[src/rtl/phy_scan_pkg.sv]
package phy_scan_pkg;

    localparam int PHY_ADDR_W = 5;
    localparam int REG_ADDR_W = 5;
    localparam int ID_W       = 16;
    localparam int NUM_PHY    = 1 << PHY_ADDR_W;

    typedef logic [PHY_ADDR_W-1:0] phy_addr_t;
    typedef logic [REG_ADDR_W-1:0] reg_addr_t;
    typedef logic [ID_W-1:0]       id_word_t;

    typedef enum logic [1:0] {
        KIND_NONE  = 2'd0,
        KIND_ALPHA = 2'd1,
        KIND_BETA  = 2'd2,
        KIND_OTHER = 2'd3
    } phy_kind_e;

    typedef struct packed {
        logic      found;
        phy_addr_t addr;
        id_word_t  id1;
        id_word_t  id2;
        phy_kind_e kind;
    } scan_result_t;

    localparam phy_addr_t LAST_PHY   = phy_addr_t'(NUM_PHY - 1);
    localparam reg_addr_t ID1_REG    = reg_addr_t'(2);
    localparam reg_addr_t ID2_REG    = reg_addr_t'(3);

    localparam id_word_t  ID_BLANK   = '0;
    localparam id_word_t  ID_FLOAT   = '1;
    localparam id_word_t  ID_STUCK   = id_word_t'(16'h8000);
    localparam id_word_t  REV_MASK   = id_word_t'(16'hFFF0);
    localparam id_word_t  ALPHA_ID1  = id_word_t'(16'h0016);
    localparam id_word_t  ALPHA_ID2  = id_word_t'(16'hF840);
    localparam id_word_t  BETA_ID1   = id_word_t'(16'h0282);
    localparam id_word_t  BETA_ID2   = id_word_t'(16'h1C50);

    // A single identifier word is plausible when it is neither an idle
    // bus value nor the stuck single-bit pattern.
    function automatic logic id_word_ok(input id_word_t w);
        return (w > ID_BLANK) && (w < ID_FLOAT) && (w != ID_STUCK);
    endfunction

    function automatic phy_kind_e classify(input id_word_t id1, input id_word_t id2);
        phy_kind_e k;
        k = KIND_OTHER;
        if ((id1 == ALPHA_ID1) && ((id2 & REV_MASK) == ALPHA_ID2))
            k = KIND_ALPHA;
        else if ((id1 == BETA_ID1) && ((id2 & REV_MASK) == BETA_ID2))
            k = KIND_BETA;
        return k;
    endfunction

endpackage

[src/rtl/phy_id_judge.sv]
module phy_id_judge
    import phy_scan_pkg::*;
#(
    parameter int N_WORDS = 2
) (
    input  id_word_t  id1_i,
    input  id_word_t  id2_i,
    output logic      ok_o,
    output phy_kind_e kind_o
);

    id_word_t             words [N_WORDS];
    logic [N_WORDS-1:0]   word_ok;

    assign words[0] = id1_i;
    assign words[1] = id2_i;

    // Screen each identifier word with the same rule.
    for (genvar g = 0; g < N_WORDS; g++) begin : g_screen
        assign word_ok[g] = id_word_ok(words[g]);
    end

    assign ok_o   = &word_ok;
    assign kind_o = ok_o ? classify(id1_i, id2_i) : KIND_NONE;

endmodule

[src/rtl/phy_scan_ctrl.sv]
module phy_scan_ctrl
    import phy_scan_pkg::*;
#(
    parameter reg_addr_t FIRST_REG  = ID1_REG,
    parameter reg_addr_t SECOND_REG = ID2_REG
) (
    input  logic      clk,
    input  logic      rst,
    input  logic      start_i,
    input  logic      rd_done_i,
    input  id_word_t  rd_data_i,
    input  logic      cand_ok_i,
    output logic      rd_req_o,
    output phy_addr_t rd_phy_o,
    output reg_addr_t rd_reg_o,
    output logic      busy_o,
    output id_word_t  cand_id1_o,
    output id_word_t  cand_id2_o,
    output logic      fin_o,
    output logic      fin_found_o,
    output phy_addr_t fin_addr_o
);

    typedef enum logic [1:0] {
        ST_IDLE = 2'd0,
        ST_RD1  = 2'd1,
        ST_RD2  = 2'd2,
        ST_EVAL = 2'd3
    } scan_state_e;

    scan_state_e state_q, state_d;
    phy_addr_t   addr_q,  addr_d;
    id_word_t    id1_q,   id1_d;
    id_word_t    id2_q,   id2_d;

    always_comb begin
        state_d     = state_q;
        addr_d      = addr_q;
        id1_d       = id1_q;
        id2_d       = id2_q;
        fin_o       = 1'b0;
        fin_found_o = 1'b0;
        unique case (state_q)
            ST_IDLE: begin
                if (start_i) begin
                    state_d = ST_RD1;
                    addr_d  = '0;
                end
            end
            ST_RD1: begin
                if (rd_done_i) begin
                    id1_d   = rd_data_i;
                    state_d = ST_RD2;
                end
            end
            ST_RD2: begin
                if (rd_done_i) begin
                    id2_d   = rd_data_i;
                    state_d = ST_EVAL;
                end
            end
            ST_EVAL: begin
                if (cand_ok_i) begin
                    fin_o       = 1'b1;
                    fin_found_o = 1'b1;
                    state_d     = ST_IDLE;
                end else if (addr_q == LAST_PHY) begin
                    fin_o       = 1'b1;
                    state_d     = ST_IDLE;
                end else begin
                    addr_d  = addr_q + phy_addr_t'(1);
                    state_d = ST_RD1;
                end
            end
            default: state_d = ST_IDLE;
        endcase
    end

    always_ff @(posedge clk) begin
        if (rst) begin
            state_q <= ST_IDLE;
            addr_q  <= '0;
            id1_q   <= '0;
            id2_q   <= '0;
        end else begin
            state_q <= state_d;
            addr_q  <= addr_d;
            id1_q   <= id1_d;
            id2_q   <= id2_d;
        end
    end

    assign rd_req_o   = (state_q == ST_RD1) || (state_q == ST_RD2);
    assign rd_reg_o   = (state_q == ST_RD2) ? SECOND_REG : FIRST_REG;
    assign rd_phy_o   = addr_q;
    assign busy_o     = (state_q != ST_IDLE);
    assign cand_id1_o = id1_q;
    assign cand_id2_o = id2_q;
    assign fin_addr_o = addr_q;

endmodule

[src/rtl/phy_scan_result.sv]
module phy_scan_result
    import phy_scan_pkg::*;
(
    input  logic         clk,
    input  logic         rst,
    input  logic         fin_i,
    input  logic         fin_found_i,
    input  phy_addr_t    fin_addr_i,
    input  id_word_t     id1_i,
    input  id_word_t     id2_i,
    input  phy_kind_e    kind_i,
    output scan_result_t res_o,
    output logic         done_o
);

    scan_result_t res_q;
    logic         done_q;

    always_ff @(posedge clk) begin
        if (rst) begin
            res_q  <= '0;
            done_q <= 1'b0;
        end else begin
            done_q <= fin_i;
            if (fin_i) begin
                if (fin_found_i) begin
                    res_q.found <= 1'b1;
                    res_q.addr  <= fin_addr_i;
                    res_q.id1   <= id1_i;
                    res_q.id2   <= id2_i;
                    res_q.kind  <= kind_i;
                end else begin
                    res_q <= '0;
                end
            end
        end
    end

    assign res_o  = res_q;
    assign done_o = done_q;

endmodule

[src/rtl/phy_scan_top.sv]
module phy_scan_top
    import phy_scan_pkg::*;
#(
    parameter reg_addr_t FIRST_REG  = ID1_REG,
    parameter reg_addr_t SECOND_REG = ID2_REG
) (
    input  logic                  clk,
    input  logic                  rst,
    input  logic                  start_i,
    output logic                  rd_req_o,
    output logic [PHY_ADDR_W-1:0] rd_phy_o,
    output logic [REG_ADDR_W-1:0] rd_reg_o,
    input  logic                  rd_done_i,
    input  logic [ID_W-1:0]       rd_data_i,
    output logic                  busy_o,
    output logic                  done_o,
    output logic                  found_o,
    output logic [PHY_ADDR_W-1:0] phy_addr_o,
    output logic [ID_W-1:0]       id1_o,
    output logic [ID_W-1:0]       id2_o,
    output logic [1:0]            kind_o
);

    id_word_t     cand_id1, cand_id2;
    logic         cand_ok;
    phy_kind_e    cand_kind;
    logic         fin, fin_found;
    phy_addr_t    fin_addr;
    scan_result_t res;

    phy_scan_ctrl #(
        .FIRST_REG  (FIRST_REG),
        .SECOND_REG (SECOND_REG)
    ) u_ctrl (
        .clk         (clk),
        .rst         (rst),
        .start_i     (start_i),
        .rd_done_i   (rd_done_i),
        .rd_data_i   (rd_data_i),
        .cand_ok_i   (cand_ok),
        .rd_req_o    (rd_req_o),
        .rd_phy_o    (rd_phy_o),
        .rd_reg_o    (rd_reg_o),
        .busy_o      (busy_o),
        .cand_id1_o  (cand_id1),
        .cand_id2_o  (cand_id2),
        .fin_o       (fin),
        .fin_found_o (fin_found),
        .fin_addr_o  (fin_addr)
    );

    phy_id_judge #(
        .N_WORDS (2)
    ) u_judge (
        .id1_i  (cand_id1),
        .id2_i  (cand_id2),
        .ok_o   (cand_ok),
        .kind_o (cand_kind)
    );

    phy_scan_result u_result (
        .clk         (clk),
        .rst         (rst),
        .fin_i       (fin),
        .fin_found_i (fin_found),
        .fin_addr_i  (fin_addr),
        .id1_i       (cand_id1),
        .id2_i       (cand_id2),
        .kind_i      (cand_kind),
        .res_o       (res),
        .done_o      (done_o)
    );

    assign found_o    = res.found;
    assign phy_addr_o = res.addr;
    assign id1_o      = res.id1;
    assign id2_o      = res.id2;
    assign kind_o     = res.kind;

endmodule

[config.mk]
export PLATFORM = sky130hd
export DESIGN_NAME = phy_scan_top
export DESIGN_NICKNAME = d
export VERILOG_FILES = /design/src/rtl/phy_scan_pkg.sv /design/src/rtl/phy_id_judge.sv /design/src/rtl/phy_scan_ctrl.sv /design/src/rtl/phy_scan_result.sv /design/src/rtl/phy_scan_top.sv
export SDC_FILE = /design/constraint.sdc
export NUM_CORES = 1
export LEC_CHECK = 0
export BUFFER_PORTS_ARGS = -buffer_cell sky130_fd_sc_hd__buf_2
export CAP_MARGIN = 20
export CELL_PAD_IN_SITES_DETAIL_PLACEMENT = 0
export CELL_PAD_IN_SITES_GLOBAL_PLACEMENT = 1
export CORE_UTILIZATION = 41
export CTS_BUF_LIST = sky130_fd_sc_hd__clkbuf_8
export CTS_CLUSTER_DIAMETER = 30
export DETAILED_ROUTE_END_ITERATION = 10
export PLACE_DENSITY = 0.81
export SYNTH_ARGS = -nofsm -noshare
export SYNTH_HDL_FRONTEND = slang
export SYNTH_SLANG_ARGS = --single-unit
[constraint.sdc]
create_clock -name clk -period 2.52 [get_ports clk]
set_input_delay 0.126 -clock clk [delete_from_list [all_inputs] [get_ports clk]]
set_output_delay 0.126 -clock clk [all_outputs]
set_load 0.02 [all_outputs]
Word level (Yosys, flattened, before mapping):

Cells that the tools add are included.

* bits in writable memories: 0
* memories kept: 0
* flip-flop bits (word level): 80
* memory bits (read-only): 0
* bits of input ports: 20
* output and inout port bits: 53
* latch bits: 0

* reductions and logical operators: 15
* add/sub/neg operators: 1
* multiply operators: 0
* muxes and demuxes: 20
* order comparisons: 4
* shift-type cells: 0
* bitwise gates (word level): 0
* divide/modulo/power cells: 0
* equality and inequality tests: 15

Operators with widths (count)
* 2-to-1 mux 40 bit: 1
* greater-than comparator 16 x 1 -> 1 bit, second input constant: 2
* < comparator 16 bit, second input constant: 2
* != test 16 bit, second input constant: 2
* == test 16 x 10 -> 1 bit, second input constant: 1
* == test 16 x 5 -> 1 bit, second input constant: 1
* 2-to-1 mux 5 bit: 3
* == test 12 bit, second input constant: 1
* == test 12 x 9 -> 1 bit, second input constant: 1
* 2-to-1 mux 2 bit: 6
* != test 2 bit, second input constant: 5
* case mux 5 bit (2 select lines): 1
* 2-to-1 mux 1 bit: 8
* case mux 2 bit (4 select lines): 1
* logical AND 1 bit: 6
* AND reduction 2 bit: 3
* adder 5 x 1 -> 5 bit, second input constant: 1
* == test 5 bit, second input constant: 1
* == test 2 bit, second input constant: 2
* AND reduction 4 bit: 1
* nonzero test 2 bit: 2
* AND reduction 3 bit: 1
* == test 2 x 1 -> 1 bit, second input constant: 1
* zero test 2 bit: 1
* logical OR 1 bit: 1

Logic depth before layout (Yosys ltp):

Gate-level depths: netlist of run 1.

* depth in word-level cells: 7
* depth in mapped cells: 8

Cells and area by module:

Synthesis of run 1 repeated with hierarchy kept, for this count alone.

* cells, all modules: 417
* area, all modules: 3447.1 um^2

Modules (own cells, without submodules)
* phy_scan_ctrl: times used 1, cells each 203, area an instance 1615.3 um^2
* phy_scan_result: times used 1, cells each 178, area an instance 1611.5 um^2
* phy_id_judge: times used 1, cells each 36, area an instance 220.2 um^2

Worst setup path before layout of run 1:

Ideal clock, no wire load.

* path kind: reg2reg
* start: register u_ctrl.id1_q[2], in the netlist u_ctrl.cand_id1_o[2]
* end: register u_result.res_q (netlist bit u_result.res_o[10])
* path slack: 601 ps
* path buffers: 2
* arrival time: 1802 ps
* stages on the path, launching flop included: 9
* cell sequence: dfxtp_1 nor4_1 nand2b_1 o31a_1 and2_4 and3b_1 buf_6 buf_6 a22o_1

* longest elaborated chain between the ends: 7
* elaborated cells on any way between the ends: 11
* classes of those cells: order compare (2); eq/ne (1); mux (5); reduce/logical (3)

Ends and longest elaborated chain
* start: declaration: RTL line phy_scan_ctrl.sv:33 `id_word_t id1_q, id1_d;`
* start signal: assignment: RTL line phy_scan_ctrl.sv:88 `id1_q <= id1_d;`
* greater-than comparator 16 x 1 -> 1 bit or < comparator 16 bit (tied branches): RTL line phy_scan_pkg.sv:43 `return (w > ID_BLANK) && (w < ID_FLOAT) && (w != ID_STUCK);`
* logical AND 1 bit: RTL line phy_scan_pkg.sv:43
* logical AND 1 bit *: RTL line phy_scan_pkg.sv:43
* AND reduction 2 bit *: RTL line phy_id_judge.sv:23 `assign ok_o = &word_ok;`
* 2-to-1 mux 1 bit: RTL line phy_scan_ctrl.sv:63 `if (cand_ok_i) begin`
* 2-to-1 mux 1 bit: RTL line phy_scan_ctrl.sv:43 `unique case (state_q)`
* 2-to-1 mux 40 bit: RTL line phy_scan_result.sv:26 `if (fin_found_i) begin`
* end: declaration: RTL line phy_scan_result.sv:16 `scan_result_t res_q;`

Mark *: on every way between the ends. The rest lies on a longest branch, timed or not.
A chain may end at the register's enable or synchronous reset.

Worst setup path after layout of run 1:

* start: register u_ctrl.id1_q[3], in the netlist u_ctrl.cand_id1_o[3]
* end: register u_result.res_q (netlist bit u_result.res_o[10])

Same word-level chain as after synthesis.

==> results of run 1 <==
per-layer routing:
metal / GRT usage / share of wire / vias to the layer above
met4: 0.0880 / 0.022 / 0
met5: 0 / 0 / -
li1: - / - / 1279
met3: 0.0373 / 0.058 / 12
met2: 0.299 / 0.43 / 81
met1: 0.289 / 0.49 / 1180
final cells by class:
cell class / count / area (sq um)
fill: 721 / 3550
timing repair buffer: 72 / 395
sequential: 80 / 1600
inverter: 5 / 18.8
clock inverter: 4 / 68.8
clock buffer: 11 / 151
tap: 99 / 124
multi-input combinational: 220 / 1310
worst paths after layout:
path	endpoint	slack (ps)	cells after the start
max	u_result.res_o[10]	350	7
min	u_ctrl.cand_id2_o[10]	30	3
max reg2reg	u_result.res_o[10]	350	7
min reg2reg	u_result.res_o[39]	450	1
worst reg2reg max path, cell delays in order, from the launching register on:
cell and delay [ps]:
sky130_fd_sc_hd__dfxtp_1 370, sky130_fd_sc_hd__nor4_1 380, sky130_fd_sc_hd__nand2b_1 100, sky130_fd_sc_hd__o31a_1 350, sky130_fd_sc_hd__and2_4 170, sky130_fd_sc_hd__and3b_1 240
sky130_fd_sc_hd__buf_12 200, sky130_fd_sc_hd__a22o_1 270
Yosys cell counts, drive strengths merged (2+ instances only):
cell type | n | area share
nor2 | 9 | 0.011
dfxtp | 80 | 0.52
inv | 5 | 0.0061
ha | 6 | 0.025
mux2i | 2 | 0.0066
buf | 15 | 0.037
nor4 | 7 | 0.014
o21bai | 2 | 0.0049
nand2 | 70 | 0.086
conb | 2 | 0.0025
clkbuf | 8 | 0.0098
o21ai | 2 | 0.0033
nor3b | 2 | 0.0049
a21o | 4 | 0.0098
a21oi | 35 | 0.057
and3 | 2 | 0.0041
and2 | 3 | 0.0070
nor3 | 4 | 0.0066
nand4 | 12 | 0.025
xnor2 | 2 | 0.0057
a22o | 39 | 0.11
cells in the final DEF (no fill, tap or decap), drive strengths merged, types with 2 or more instances in the layout:
master  count
nor3b       2
a21oi      35
a21o        4
clkbuf     11
conb        4
bufinv      2
nor2        9
buf        72
and2        3
nor3        4
o21bai      2
o21ai       2
nor4        7
and3        2
dfxtp      80
ha          6
nand2      70
xnor2       2
mux2i       2
nand4      12
a22o       39
inv         6
registers in the layout, summed over array words and instances (netlist names):
register,cells
u_ctrl.fin_addr_o,5
u_ctrl.cand_id1_o,16
u_result.done_o,1
u_ctrl.state_q,2
u_result.res_o,40
u_ctrl.cand_id2_o,16
cells by family (layout without fill, tap and decap cells):
logic type / count (synthesis) / count (layout) / share of synthesized area
flops: 80 / 80 / 0.524
buf+inv: 28 / 92 / 0.0532
fa+ha+maj: 6 / 6 / 0.0246
simple gates: 118 / 118 / 0.181
other cells: 2 / 4 / 0.00246
xor+xnor: 2 / 2 / 0.00573
mux: 2 / 2 / 0.00655
compound gates: 88 / 88 / 0.203
where the power goes:
group / internal [mW] / switching [mW] / total [mW]
Combinational: 0.259 / 0.468 / 0.727
Clock: 0.602 / 0.441 / 1.04
Sequential: 1.35 / 0.105 / 1.45
Total: 2.21 / 1.01 / 3.22
metrics by stage:
step | total power, mW | hold slack (ps) | utilization
2_1_floorplan | 1.99 | 262 | -
3_3_place_gp | 2.19 | 385 | 0.477
3_5_place_dp | 2.20 | 388 | 0.477
4_1_cts | 3.23 | 23.5 | 0.508
5_1_grt | 3.39 | 27.1 | 0.508
6_report | 3.22 | 34.6 | 0.508
==> results.md, run 1 <==
Run status:
- The run finished with clean final reports.

Drt:
- Dividing the detail-routed wire length by the instance count gives around 15 um.
- The DRC violation count after routing is 0.
- The iteration count of the initial detailed-routing pass is 4.
- The count of routing violations after the opening detailed-route iteration is around 130.
- The routed layout has between 2k and 3k vias.
- Using the TritonRoute via totals, the vias-per-cell ratio works out to between 5 and 6.
- The detail route stage leaves a number of antenna-violating nets equal to 0.
- The wire length after detailed routing is between 7000 and 8000 um.

Clock network:
- In this run the number of H-tree levels came out at 3.
- The clock root buffer master is sky130_fd_sc_hd__clkbuf_8.
- The CTS tree is built.
- The clock latency on the worst-skew pair is about 340 ps.
- The post-cts repair resize count is 0.
- The cts-stage hold buffer count is 0.
- Clock-pin slew was measured on the worst setup and hold paths at around 80 ps.
- The tree built by TritonCTS fans out to 80 sinks.
- No sink is reached through more buffers than the 2 on the longest clock path.
- The number of buffers inserted by post-CTS setup repair is 0.
- The TritonCTS buffer count is 9.

Pwr:
- The total power per unit cell area is 879 mW/mm^2.
- IR analysis of the VDD net gives a maximum drop of a little under 0.4 mV.
- For this design the static power due to leakage is 1.58 nW.

Setup path:
- STA classifies the critical path endpoint as a register.
- By startpoint and endpoint, the worst setup path is classified as register to register.
- The signal on the critical path passes through nor4_1 -> nand2b_1 -> o31a_1 -> and2_4 -> and3b_1 -> buf_12 -> a22o_1.
- On the worst path, the slowest cell contributes a delay of roughly 370 ps.
- STA classifies the critical path startpoint as a register.
- The number of buffers and inverters on the critical path is 1.
- The startpoint identified for the worst register-to-register timing path is u_ctrl.cand_id1_o[3].
- The slowest stage of the critical path belongs to the cell sky130_fd_sc_hd__dfxtp_1.
- Data on the critical path is required at its endpoint by 2750 ps.
- Along the worst path, the maximum fanout reaches 35.
- On the critical path the largest part of the delay comes from simple AND/OR/NAND/NOR gates.
- The most critical setup path has its startpoint at u_ctrl.cand_id1_o[3].
- The worst endpoint data arrival time is approximately 2400 ps.

GRT:
- The number of antenna violations at the first check in global routing is 0.
- The first global-routing pass estimated approximately 12000 um of wire.
- Entering global routing, the biggest net connects 36 pins.
- The total routing resource utilization after global routing is 0.203.
- The total overflow left after global routing is 0.
- The number of global-route vias before repair is between 2k and 2.5k.

Timing:
- The count of final max-slew check failures came to 0.
- Based on the critical path, the design can be clocked at up to about 0.46 GHz.
- The worst slew margin relative to its limit is 0.588.
- The final sum of negative setup slack is 0 ps.
- Setup repair after global routing left no endpoint under its margin.
- At the pin with the least slew margin, the transition time is 618 ps.
- Setup violations remaining at the end of the flow were counted as 0.
- The setup slack after layout is 349 ps.
- The share of the cycle needed by the critical path after routing is 0.862.
- The worst clock skew on the final layout is between 5 and 6 ps.
- The final critical path time including I/O delays and setup is 2170 ps.
- The final hold violation count is 0.

Place:
- After detailed placement, the total cell area comes to about 0.0034 sq mm.
- The HPWL after detailed placement is roughly 5300 um.
- The instance count after placement with tap cells included is approximately 480.
- The number of port buffers is 68.
- The congestion estimate from routability-driven global placement came to 0.942.
- At the placement stage, the worst setup path has a slack of approximately 390 ps.

Min path:
- The path class of the tightest hold or removal check is primary input to register.
- The startpoint of the tightest hold check path is rd_data_i[10].

Synth:
- The number of unique standard cell types used by synthesis is 40.
- A synthesized cell averages 9.37 sq um.
- The fraction of the yosys area taken by sequential cells is 0.524.
- The warning count from the yosys run is 0.
- The post-synthesis instance area is 0.00306 sq mm.
- The flip-flop cell with the highest count after synthesis is sky130_fd_sc_hd__dfxtp_1.
- Synthesis inferred 80 register bits.
- After synthesis, the share of flip-flops with an asynchronous set or reset is 0.
- Synthesis produced roughly 330 cells.
- The synthesized design contains 0 enable-type register cells.

Die:
- The initial utilization of the core area, before any placement, comes to 0.424.
- The horizontal die dimension is between 80 and 90 um.
- Measured along the y axis, the die boundary spans 88.3 um.
- The die covers around 0.008 sq mm.
- During I/O placement, the number of pins put on the boundary was 73.
- In this run the core area contains 31 standard-cell rows.
- The area of the core is between 0.007 and 0.008 sq mm.

Final layout:
- 0 antenna diodes ended up in the layout.
- After routing the design area is 0.00366 sq mm.
- The fraction of layout instances using a drive strength above 1 is 0.227.
- For this run, the post-layout net count is ~410.
- The post-layout instance count excluding filler cells is 491.
- The synthesis-to-finish area growth is 19.9%.

Flow run:
- The max-capacitance violation count is 0.
No activity file was read; power rests on OpenSTA's default activity.
==> run 2: changes to the inputs <==
--- a/config.mk
+++ b/config.mk
@@ -9,11 +9,12 @@
 export CAP_MARGIN = 20
 export CELL_PAD_IN_SITES_DETAIL_PLACEMENT = 0
 export CELL_PAD_IN_SITES_GLOBAL_PLACEMENT = 1
-export CORE_UTILIZATION = 41
+export CORE_MARGIN = 1.5
+export CORE_UTILIZATION = 37
 export CTS_BUF_LIST = sky130_fd_sc_hd__clkbuf_8
 export CTS_CLUSTER_DIAMETER = 30
 export DETAILED_ROUTE_END_ITERATION = 10
-export PLACE_DENSITY = 0.81
+export PLACE_DENSITY = 0.77
 export SYNTH_ARGS = -nofsm -noshare
 export SYNTH_HDL_FRONTEND = slang
 export SYNTH_SLANG_ARGS = --single-unit
==> constraint.sdc (replaced) <==
create_clock -name clk -period 1.8 [get_ports clk]
set_input_delay 0.09 -clock clk [delete_from_list [all_inputs] [get_ports clk]]
set_output_delay 0.09 -clock clk [all_outputs]
set_load 0.02 [all_outputs]
==> results.md, run 2 (same netlist as run 1, synthesis figures left out) <==
Min path:
- The type of the most critical hold path is primary input to register (unchanged).
- The number of stages on the worst hold path is 3 (unchanged).
- The terminating pin of the worst hold path is u_ctrl.cand_id2_o[7] (was u_ctrl.cand_id2_o[10]).
- The startpoint of the tightest hold check path is rd_data_i[7] (was rd_data_i[10]).

GRT:
- The pin count of the biggest net entering global routing is 41 (was 36).
- The leftover overflow at the end of global routing came to 0 (unchanged).
- The number of antenna violations at the first check in global routing is 0 (unchanged).
- The total routing resource utilization after global routing is 0.200 (was 0.203).
- The number of global-route vias before repair is 2662 (was 2350).
- The wire length of the first global-routing pass is 13600 um (was 11900 um).

Timing:
- The final critical path time including I/O delays and setup is 1880 ps (was 2170 ps).
- RSZ-0062 raised after global routing: true (was false).
- The post-route worst hold slack came to 15.3 ps (was 34.6 ps).
- The share of the cycle needed by the critical path after routing was 1.05 (was 0.862).
- The count of final max-slew check failures came to 0 (unchanged).
- The worst clock skew on the final layout is 11.8 ps (was 5.79 ps).
- The achievable clock frequency is 0.531 GHz (was 0.461 GHz).
- The final hold violation count is 0 (unchanged).
- The count of final setup violators is 43 (was 0).
- The setup slack after layout was -84.6 ps (was 349 ps).

Pwr:
- The leakage component of the power is 1.92 nW (was 1.58 nW).
- The worst-case vdd ir drop is 1.10 mV (was 0.394 mV).
- The sum of internal, switching and leakage power is 4.76 mW (was 3.22 mW).
- The total power per unit cell area came to 1120 mW/mm^2 (was 879 mW/mm^2).

Setup path:
- The longest individual stage delay on the worst path was 370 ps (about the same).
- The critical path class is register to register (unchanged).
- The launching point of the worst reg2reg path is u_ctrl.cand_id2_o[5] (was u_ctrl.cand_id1_o[3]).
- The capture point of the worst reg-to-reg path is u_ctrl.state_q[0] (was u_result.res_o[10]).
- The startpoint class of the critical path is a register (unchanged).
- The data required time of the worst path is 2050 ps (was 2750 ps).
- The count of cells along the worst register-to-register path is 6 (was 7).
- The cell type of the slowest stage on the worst timing path is sky130_fd_sc_hd__or3b_4 (was sky130_fd_sc_hd__dfxtp_1).
- The maximum fanout along the worst path came to 4 (was 35).
- Critical path cell sequence: nor4_4 -> nand4_1 -> o31a_1 -> and2_4 -> or3b_4 -> a311oi_2 (was nor4_1 -> nand2b_1 -> o31a_1 -> and2_4 -> and3b_1 -> buf_12 -> a22o_1).
- The worst-case register-to-register setup slack was -80 ps (was 350 ps).
- The worst endpoint data arrival time is 2140 ps (was 2400 ps).
- The element type at the critical path end is a register (unchanged).

Drt:
- The count of routing violations after the opening detailed-route iteration is 176 (was 127).
- The per-cell via count in the routed design is 5.05 (was 5.20).
- The iteration count of the initial detailed-routing pass is 4 (unchanged).
- The wire length after detailed routing came to 8430 um (was 7430 um).
- The DRC violation count after routing came to 0 (unchanged).
- The via total after detailed routing is 2797 (was 2552).
- The routed wire length per instance is 15.2 um (was 15.1 um).
- The number of nets with antenna violations after detailed routing is 0 (unchanged).

Clock network:
- The level count of the clock H-tree came to 3 (unchanged).
- The number of buffers on the longest clock path came to 2 (unchanged).
- The clock sink count is 80 (unchanged).
- The TritonCTS buffer count was 9 (unchanged).
- The clock input transition at the sequential cells of the worst setup and hold paths came to 80 ps (about the same).
- The clock latency on the worst-skew pair was 340 ps (about the same).
- The CTS tree is built (unchanged).
- The clock root buffer master is sky130_fd_sc_hd__clkbuf_8 (unchanged).

Final layout:
- The commonest non-fill, non-tap cell in the layout is sky130_fd_sc_hd__nand2_1 (was sky130_fd_sc_hd__dfxtp_1).
- The number of flip-flops under the largest register name is 40 (unchanged).
- The fraction of layout instances using a drive strength above 1 is 0.358 (was 0.227).
- The synthesis-to-finish area growth is 38.8% (was 19.9%).
- The fraction of the core area covered by cells at the end of the flow is 0.540 (was 0.508).
- The antenna diode count came to 0 (unchanged).
- The final-stage net count is 475 (was 414).
- Most frequent cells in the layout: sky130_fd_sc_hd__nand2_1, sky130_fd_sc_hd__buf_2, sky130_fd_sc_hd__dfxtp_1 (was sky130_fd_sc_hd__dfxtp_1, sky130_fd_sc_hd__nand2_1, sky130_fd_sc_hd__buf_2).

Place:
- The final weighted congestion in routability-driven placement is 0.902 (was 0.942).
- The number of port buffers is 68 (unchanged).
- The post-placement setup slack was -310 ps (was 389 ps).
- The HPWL after detailed placement was 5860 um (was 5310 um).

Die:
- The area of the core is 0.00785 sq mm (was 0.00721 sq mm).
- The count of standard-cell rows was 32 (was 31).
- The number of I/O pins came to 73 (unchanged).
- The floorplan die area is 0.00881 sq mm (was 0.00780 sq mm).
- The initial core utilization came to 0.389 (was 0.424).
- The horizontal die dimension is 93.9 um (was 88.3 um).
- The die span in y is 93.9 um (was 88.3 um).

Flow run:
- The max-capacitance violation count is 0 (unchanged).

Run status:
- The checks that failed: setup timing.
- Run status: complete, but fails checks (was completed).
[run 2: where the power goes]
| group | internal [mW] | switching (mW) |
|---|---|---|
| Sequential | 1.89 | 0.104 |
| Clock | 0.659 | 0.622 |
| Combinational | 0.663 | 0.818 |
[run 2: metrics by stage]
| stage | instance area (sq um) | std cells | setup TNS (ps) |
|---|---|---|---|
| 2_1_floorplan | 3090 | 328 | -335 |
| 3_5_place_dp | 3820 | 526 | -10520 |
| 5_1_grt | 4240 | 554 | -6990 |
| 4_1_cts | 4170 | 553 | -4010 |
| 6_report | 4240 | 554 | -2940 |
| 3_3_place_gp | 3820 | 526 | -9200 |
[run 2: layout make-up]
cell class | instances | area (sq um)
clock buffers | 10 | 138
repair buffers | 133 | 883
flip-flops and latches | 80 | 1620
multi-input cells | 220 | 1410
inverters | 5 | 18.8
well taps | 102 | 128
clock inverters | 4 | 47.5
fillers | 753 | 3610
[run 2: worst max path at each step]
stage                    startpoint            endpoint  depth (start not counted)
6_report       u_ctrl.cand_id2_o[5]   u_ctrl.state_q[0]                          6
4_1_cts        u_ctrl.cand_id1_o[2]   u_ctrl.state_q[0]                          6
3_3_place_gp   u_ctrl.cand_id2_o[5]   u_ctrl.state_q[0]                          6
2_1_floorplan  u_ctrl.cand_id1_o[5]  u_result.res_o[10]                          8
5_1_grt        u_ctrl.cand_id2_o[2]   u_ctrl.state_q[0]                          6
3_5_place_dp   u_ctrl.cand_id2_o[5]   u_ctrl.state_q[0]                          6
[run 2: metal layers]
metal  part of all wire  global-route usage
met5                  0                   0
met4              0.012              0.0808
met3              0.051              0.0405
met2               0.46               0.311
met1               0.48               0.272
[run 2: worst max-delay path, delay by kind of cell, from the launching register on]
family / cells / cell delay (ps)
and+or+nand+nor: 4 / 1020
AOI/OAI and AO/OA: 2 / 420
DFF: 1 / 360
[run 2: timing repair]
item | CTS | global route
hold buffers | 12 | 0
setup buffers | 1 | 1
endpoints found under the setup margin | 46 | 46
pin swaps | 4 | 3
cloned | 0 | 0
endpoints found under the hold margin | 14 | 0
gates resized for setup | 9 | 18
==> run 3: changes to the inputs <==
--- a/config.mk
+++ b/config.mk
@@ -5,16 +5,17 @@
 export SDC_FILE = /design/constraint.sdc
 export NUM_CORES = 1
 export LEC_CHECK = 0
+export ABC_AREA = 1
 export BUFFER_PORTS_ARGS = -buffer_cell sky130_fd_sc_hd__buf_2
 export CAP_MARGIN = 20
 export CELL_PAD_IN_SITES_DETAIL_PLACEMENT = 0
 export CELL_PAD_IN_SITES_GLOBAL_PLACEMENT = 1
 export CORE_MARGIN = 1.5
-export CORE_UTILIZATION = 37
+export CORE_UTILIZATION = 38
 export CTS_BUF_LIST = sky130_fd_sc_hd__clkbuf_8
 export CTS_CLUSTER_DIAMETER = 30
 export DETAILED_ROUTE_END_ITERATION = 10
-export PLACE_DENSITY = 0.77
+export PLACE_DENSITY = 0.79
 export SYNTH_ARGS = -nofsm -noshare
 export SYNTH_HDL_FRONTEND = slang
 export SYNTH_SLANG_ARGS = --single-unit
==> constraint.sdc (replaced) <==
create_clock -name clk -period 1.6 [get_ports clk]
set_input_delay 0.08 -clock clk [delete_from_list [all_inputs] [get_ports clk]]
set_output_delay 0.08 -clock clk [all_outputs]
set_load 0.02 [all_outputs]
==> results.md, run 3 <==
Die:
- The floorplan die area was 0.0105 sq mm (was 0.00881 sq mm).
- The horizontal die dimension is 103 um (was 93.9 um).
- The initial core utilization is 0.389 (about the same).
- The count of standard-cell rows came to 36 (was 32).
- The area of the core is 0.00968 sq mm (was 0.00785 sq mm).
- The die span in y is 103 um (was 93.9 um).
- The number of I/O pins is 73 (unchanged).

Synth:
- The instance count of the mapped netlist is 480 (was 326).
- Synth area leaders: sky130_fd_sc_hd__dfxtp_1, sky130_fd_sc_hd__nor2_1, sky130_fd_sc_hd__nand3_2 (was sky130_fd_sc_hd__dfxtp_1, sky130_fd_sc_hd__a22o_1, sky130_fd_sc_hd__nand2_1).
- The post-synthesis simple-gate area fraction came to 0.319 (was 0.181).
- The warning count from the yosys run is 0 (unchanged).
- The most common cell in the synthesized netlist is sky130_fd_sc_hd__nor2_1 (was sky130_fd_sc_hd__dfxtp_1).
- The mean post-synth cell area is 7.84 sq um (was 9.37 sq um).
- The top-area cell type share of the netlist area is 0.425 (was 0.524).
- The fraction of the yosys area taken by sequential cells was 0.425 (was 0.524).
- The number of flip-flops and latches in the synthesized netlist is 80 (unchanged).
- The share of async-settable or async-resettable flops after synthesis is 0 (unchanged).
- Most instantiated cells after synthesis: sky130_fd_sc_hd__nor2_1, sky130_fd_sc_hd__dfxtp_1, sky130_fd_sc_hd__nand3_1 (was sky130_fd_sc_hd__dfxtp_1, sky130_fd_sc_hd__nand2_1, sky130_fd_sc_hd__a22o_1).
- The largest family of logic cells by synthesized area is simple AND/OR/NAND/NOR gates (was compound AO/OA/AOI/OAI gates).
- The number of enable flip-flop cells after synthesis was 0 (unchanged).
- The post-synthesis instance area is 0.00376 sq mm (was 0.00306 sq mm).
- The post-synthesis compound-gate area fraction is 0.148 (was 0.203).
- The adder-cell share of the synthesized area is 0.0199 (was 0.0246).
- The number of unique standard cell types used by synthesis is 26 (was 40).
- The multiplexer share of the synthesized area is 0 (was 0.00655).
- The flip-flop cell with the highest count after synthesis was sky130_fd_sc_hd__dfxtp_1 (unchanged).
- The cell type contributing the most total cell area after synthesis is sky130_fd_sc_hd__dfxtp_1 (unchanged).
- The share of the synthesized netlist area taken by xor and xnor gates was 0.00233 (was 0.00573).

Clock network:
- The clock root buffer master was sky130_fd_sc_hd__clkbuf_8 (unchanged).
- The clock input transition at the sequential cells of the worst setup and hold paths is 80 ps (about the same).
- The clock latency on the worst-skew pair is 360 ps (was 340 ps).
- The CTS tree is built (unchanged).
- The level count of the clock H-tree is 3 (unchanged).
- The TritonCTS buffer count came to 9 (unchanged).
- The clock sink count is 80 (unchanged).
- The number of buffers on the longest clock path is 2 (unchanged).

Timing:
- The achievable clock frequency is 0.656 GHz (was 0.531 GHz).
- The final hold violation count is 0 (unchanged).
- The worst clock skew on the final layout was 9.38 ps (was 11.8 ps).
- The post-route worst hold slack is 17.1 ps (was 15.3 ps).
- The setup slack after layout is 76.5 ps (was -84.6 ps).
- RSZ-0062 raised after global routing: true (unchanged).
- The share of the cycle needed by the critical path after routing is 0.952 (was 1.05).
- The final critical path time including I/O delays and setup is 1520 ps (was 1880 ps).
- The final sum of negative setup slack came to 0 ps (was -2940 ps).
- The count of final setup violators is 0 (was 43).
- The count of final max-slew check failures came to 0 (unchanged).

Setup path:
- The capture point of the worst reg-to-reg path is u_ctrl.fin_addr_o[1] (was u_ctrl.state_q[0]).
- The buffers plus inverters on the worst setup path is 1 (was 0).
- The critical path depth is 10 (was 6).
- The count of cells along the worst register-to-register path is 10 (was 6).
- The last element of the critical path is u_ctrl.fin_addr_o[1] (was u_ctrl.state_q[0]).
- The cell type of the slowest stage on the worst timing path is sky130_fd_sc_hd__dfxtp_2 (was sky130_fd_sc_hd__or3b_4).
- The data required time of the worst path is 1830 ps (was 2050 ps).
- The maximum fanout along the worst path is 5 (was 4).
- The element type at the critical path end was a register (unchanged).
- The worst endpoint data arrival time came to 1750 ps (was 2140 ps).
- Critical path cell sequence: ha_4 -> nand2_2 -> nor2_1 -> ha_2 -> nand2_4 -> buf_12 -> nand3_4 -> nand2_2 -> nand2_1 -> nor2_1 (was nor4_4 -> nand4_1 -> o31a_1 -> and2_4 -> or3b_4 -> a311oi_2).
- The launch point of the critical path is u_ctrl.fin_addr_o[0] (was u_ctrl.cand_id2_o[5]).
- The startpoint class of the critical path is a register (unchanged).
- The worst-case register-to-register setup slack came to 80 ps (was -80 ps).
- The launching point of the worst reg2reg path is u_ctrl.fin_addr_o[0] (was u_ctrl.cand_id2_o[5]).
- The longest individual stage delay on the worst path is 360 ps (was 370 ps).
- The critical path's top delay family was simple AND/OR/NAND/NOR gates (unchanged).
- The critical path class is register to register (unchanged).

Final layout:
- The fraction of layout instances using a drive strength above 1 is 0.412 (was 0.358).
- The number of inserted filler cells in the final layout is 951 (was 753).
- The commonest non-fill, non-tap cell in the layout is sky130_fd_sc_hd__nor2_1 (was sky130_fd_sc_hd__nand2_1).
- The antenna diode count is 0 (unchanged).
- The final-stage net count is 610 (was 475).
- The number of flip-flops under the largest register name is 40 (unchanged).
- The synthesis-to-finish area growth is 34.1% (was 38.8%).
- Most frequent cells in the layout: sky130_fd_sc_hd__nor2_1, sky130_fd_sc_hd__buf_2, sky130_fd_sc_hd__dfxtp_1 (was sky130_fd_sc_hd__nand2_1, sky130_fd_sc_hd__buf_2, sky130_fd_sc_hd__dfxtp_1).

Pwr:
- The worst-case vdd ir drop is 1.09 mV (was 1.10 mV).
- The total power per unit cell area came to 1520 mW/mm^2 (was 1120 mW/mm^2).
- The leakage component of the power was 2.03 nW (was 1.92 nW).

Drt:
- The iteration count of the initial detailed-routing pass is 5 (was 4).
- The number of nets with antenna violations after detailed routing is 0 (unchanged).
- The wire length after detailed routing is 10400 um (was 8430 um).
- The per-cell via count in the routed design is 4.96 (was 5.05).
- The via total after detailed routing was 3578 (was 2797).
- The routed wire length per instance is 14.5 um (was 15.2 um).
- The DRC violation count after routing is 0 (unchanged).
- The count of routing violations after the opening detailed-route iteration came to 166 (was 176).

GRT:
- The number of antenna violations at the first check in global routing is 0 (unchanged).
- The pin count of the biggest net entering global routing is 36 (was 41).
- The wire length of the first global-routing pass is 16000 um (was 13600 um).
- The number of global-route vias before repair is 3357 (was 2662).
- The total routing resource utilization after global routing is 0.197 (was 0.200).
- The leftover overflow at the end of global routing is 0 (unchanged).

Place:
- The HPWL after detailed placement was 7260 um (was 5860 um).
- The number of port buffers is 68 (unchanged).
- The post-placement setup slack was -17.9 ps (was -310 ps).
- The final weighted congestion in routability-driven placement is 0.964 (was 0.902).

Run status:
- Run status: completed (was complete, but fails checks).

Flow run:
- The max-capacitance violation count is 0 (unchanged).

Min path:
- The type of the most critical hold path is primary input to register (unchanged).
run 3: changes by cell type after synthesis, sizes merged, moves of 8 or more:
| cell | before | now |
|---|---|---|
| o21ai | 2 | 34 |
| nor2 | 9 | 89 |
| nand3 | 1 | 85 |
| nand2 | 70 | 52 |
| inv | 5 | 25 |
| buf | 15 | 23 |
| a21oi | 35 | 53 |
| a22o | 39 | 0 |
run 3: logic make-up after synthesis:
family,Yosys count
AO/OA/AOI/OAI,89
AND/OR/NAND/NOR,240
other,2
buffers and inverters,62
adder cells (fa/ha/maj),6
XOR/XNOR,1
flip-flops,80
run 3: routing by layer:
layer / part of all wire / vias to the layer above / global-route usage
met5: 0 / - / 0
met4: 0.015 / 0 / 0.0727
met3: 0.039 / 17 / 0.0373
met2: 0.47 / 93 / 0.318
met1: 0.47 / 1668 / 0.263
li1: - / 1800 / -
run 3: area by class of cell:
cell class / instances / area (sq um) / area share
flip-flops and latches: 80 / 1640 / 0.325
multi-input cells: 340 / 1960 / 0.388
well taps: 133 / 166 / 0.0330
repair buffers: 128 / 978 / 0.194
clock inverters: 3 / 41.3 / 0.00818
clock buffers: 12 / 165 / 0.0327
inverters: 25 / 96.3 / 0.0191
run 3: tightest hold or removal path: cells and delay by family:
family,cells,cell delay (ps)
buffers and inverters,1,90
AO/OA/AOI/OAI,1,90
AND/OR/NAND/NOR,1,80
run 3: how the worst min path moves through the flow:
stage / from / end / cells after the start
finish: rd_data_i[4] / u_ctrl.cand_id1_o[4] / 3
global route: rd_data_i[13] / u_ctrl.cand_id2_o[13] / 3
CTS: rd_data_i[13] / u_ctrl.cand_id2_o[13] / 3
detailed placement: rd_data_i[7] / u_ctrl.cand_id1_o[7] / 3
global placement: rd_data_i[7] / u_ctrl.cand_id1_o[7] / 3
floorplan: rd_data_i[2] / u_ctrl.cand_id2_o[2] / 2
run 3: timing repair:
| action | 4_1_cts | 5_1_grt |
|---|---|---|
| pin swaps | 0 | 11 |
| cloned | 0 | 5 |
| gates resized for setup | 2 | 58 |
| setup buffers | 1 | 8 |
| endpoints found under the hold margin | 9 | 0 |
| endpoints found under the setup margin | 5 | 46 |
| hold buffers | 9 | 0 |
run 3: report_power, final:
part	leakage, nW	internal [mW]	switching (mW)	total (mW)
sequential	0.660	2.29	0.274	2.56
combinational	1.26	1.53	2.00	3.53
clock	0.106	0.835	0.725	1.56
total	2.03	4.66	3.00	7.65
run 3: through the flow:
| stage | power (mW) | utilization | area [sq um] | std cells |
|---|---|---|---|---|
| 6_report | 7.65 | 0.521 | 5050 | 721 |
| 5_1_grt | 8.09 | 0.521 | 5050 | 721 |
| 4_1_cts | 7.07 | 0.488 | 4720 | 708 |
| 3_5_place_dp | 5.45 | 0.455 | 4410 | 683 |
| 3_3_place_gp | 5.43 | 0.455 | 4410 | 683 |
| 2_1_floorplan | 4.51 | - | 3780 | 482 |
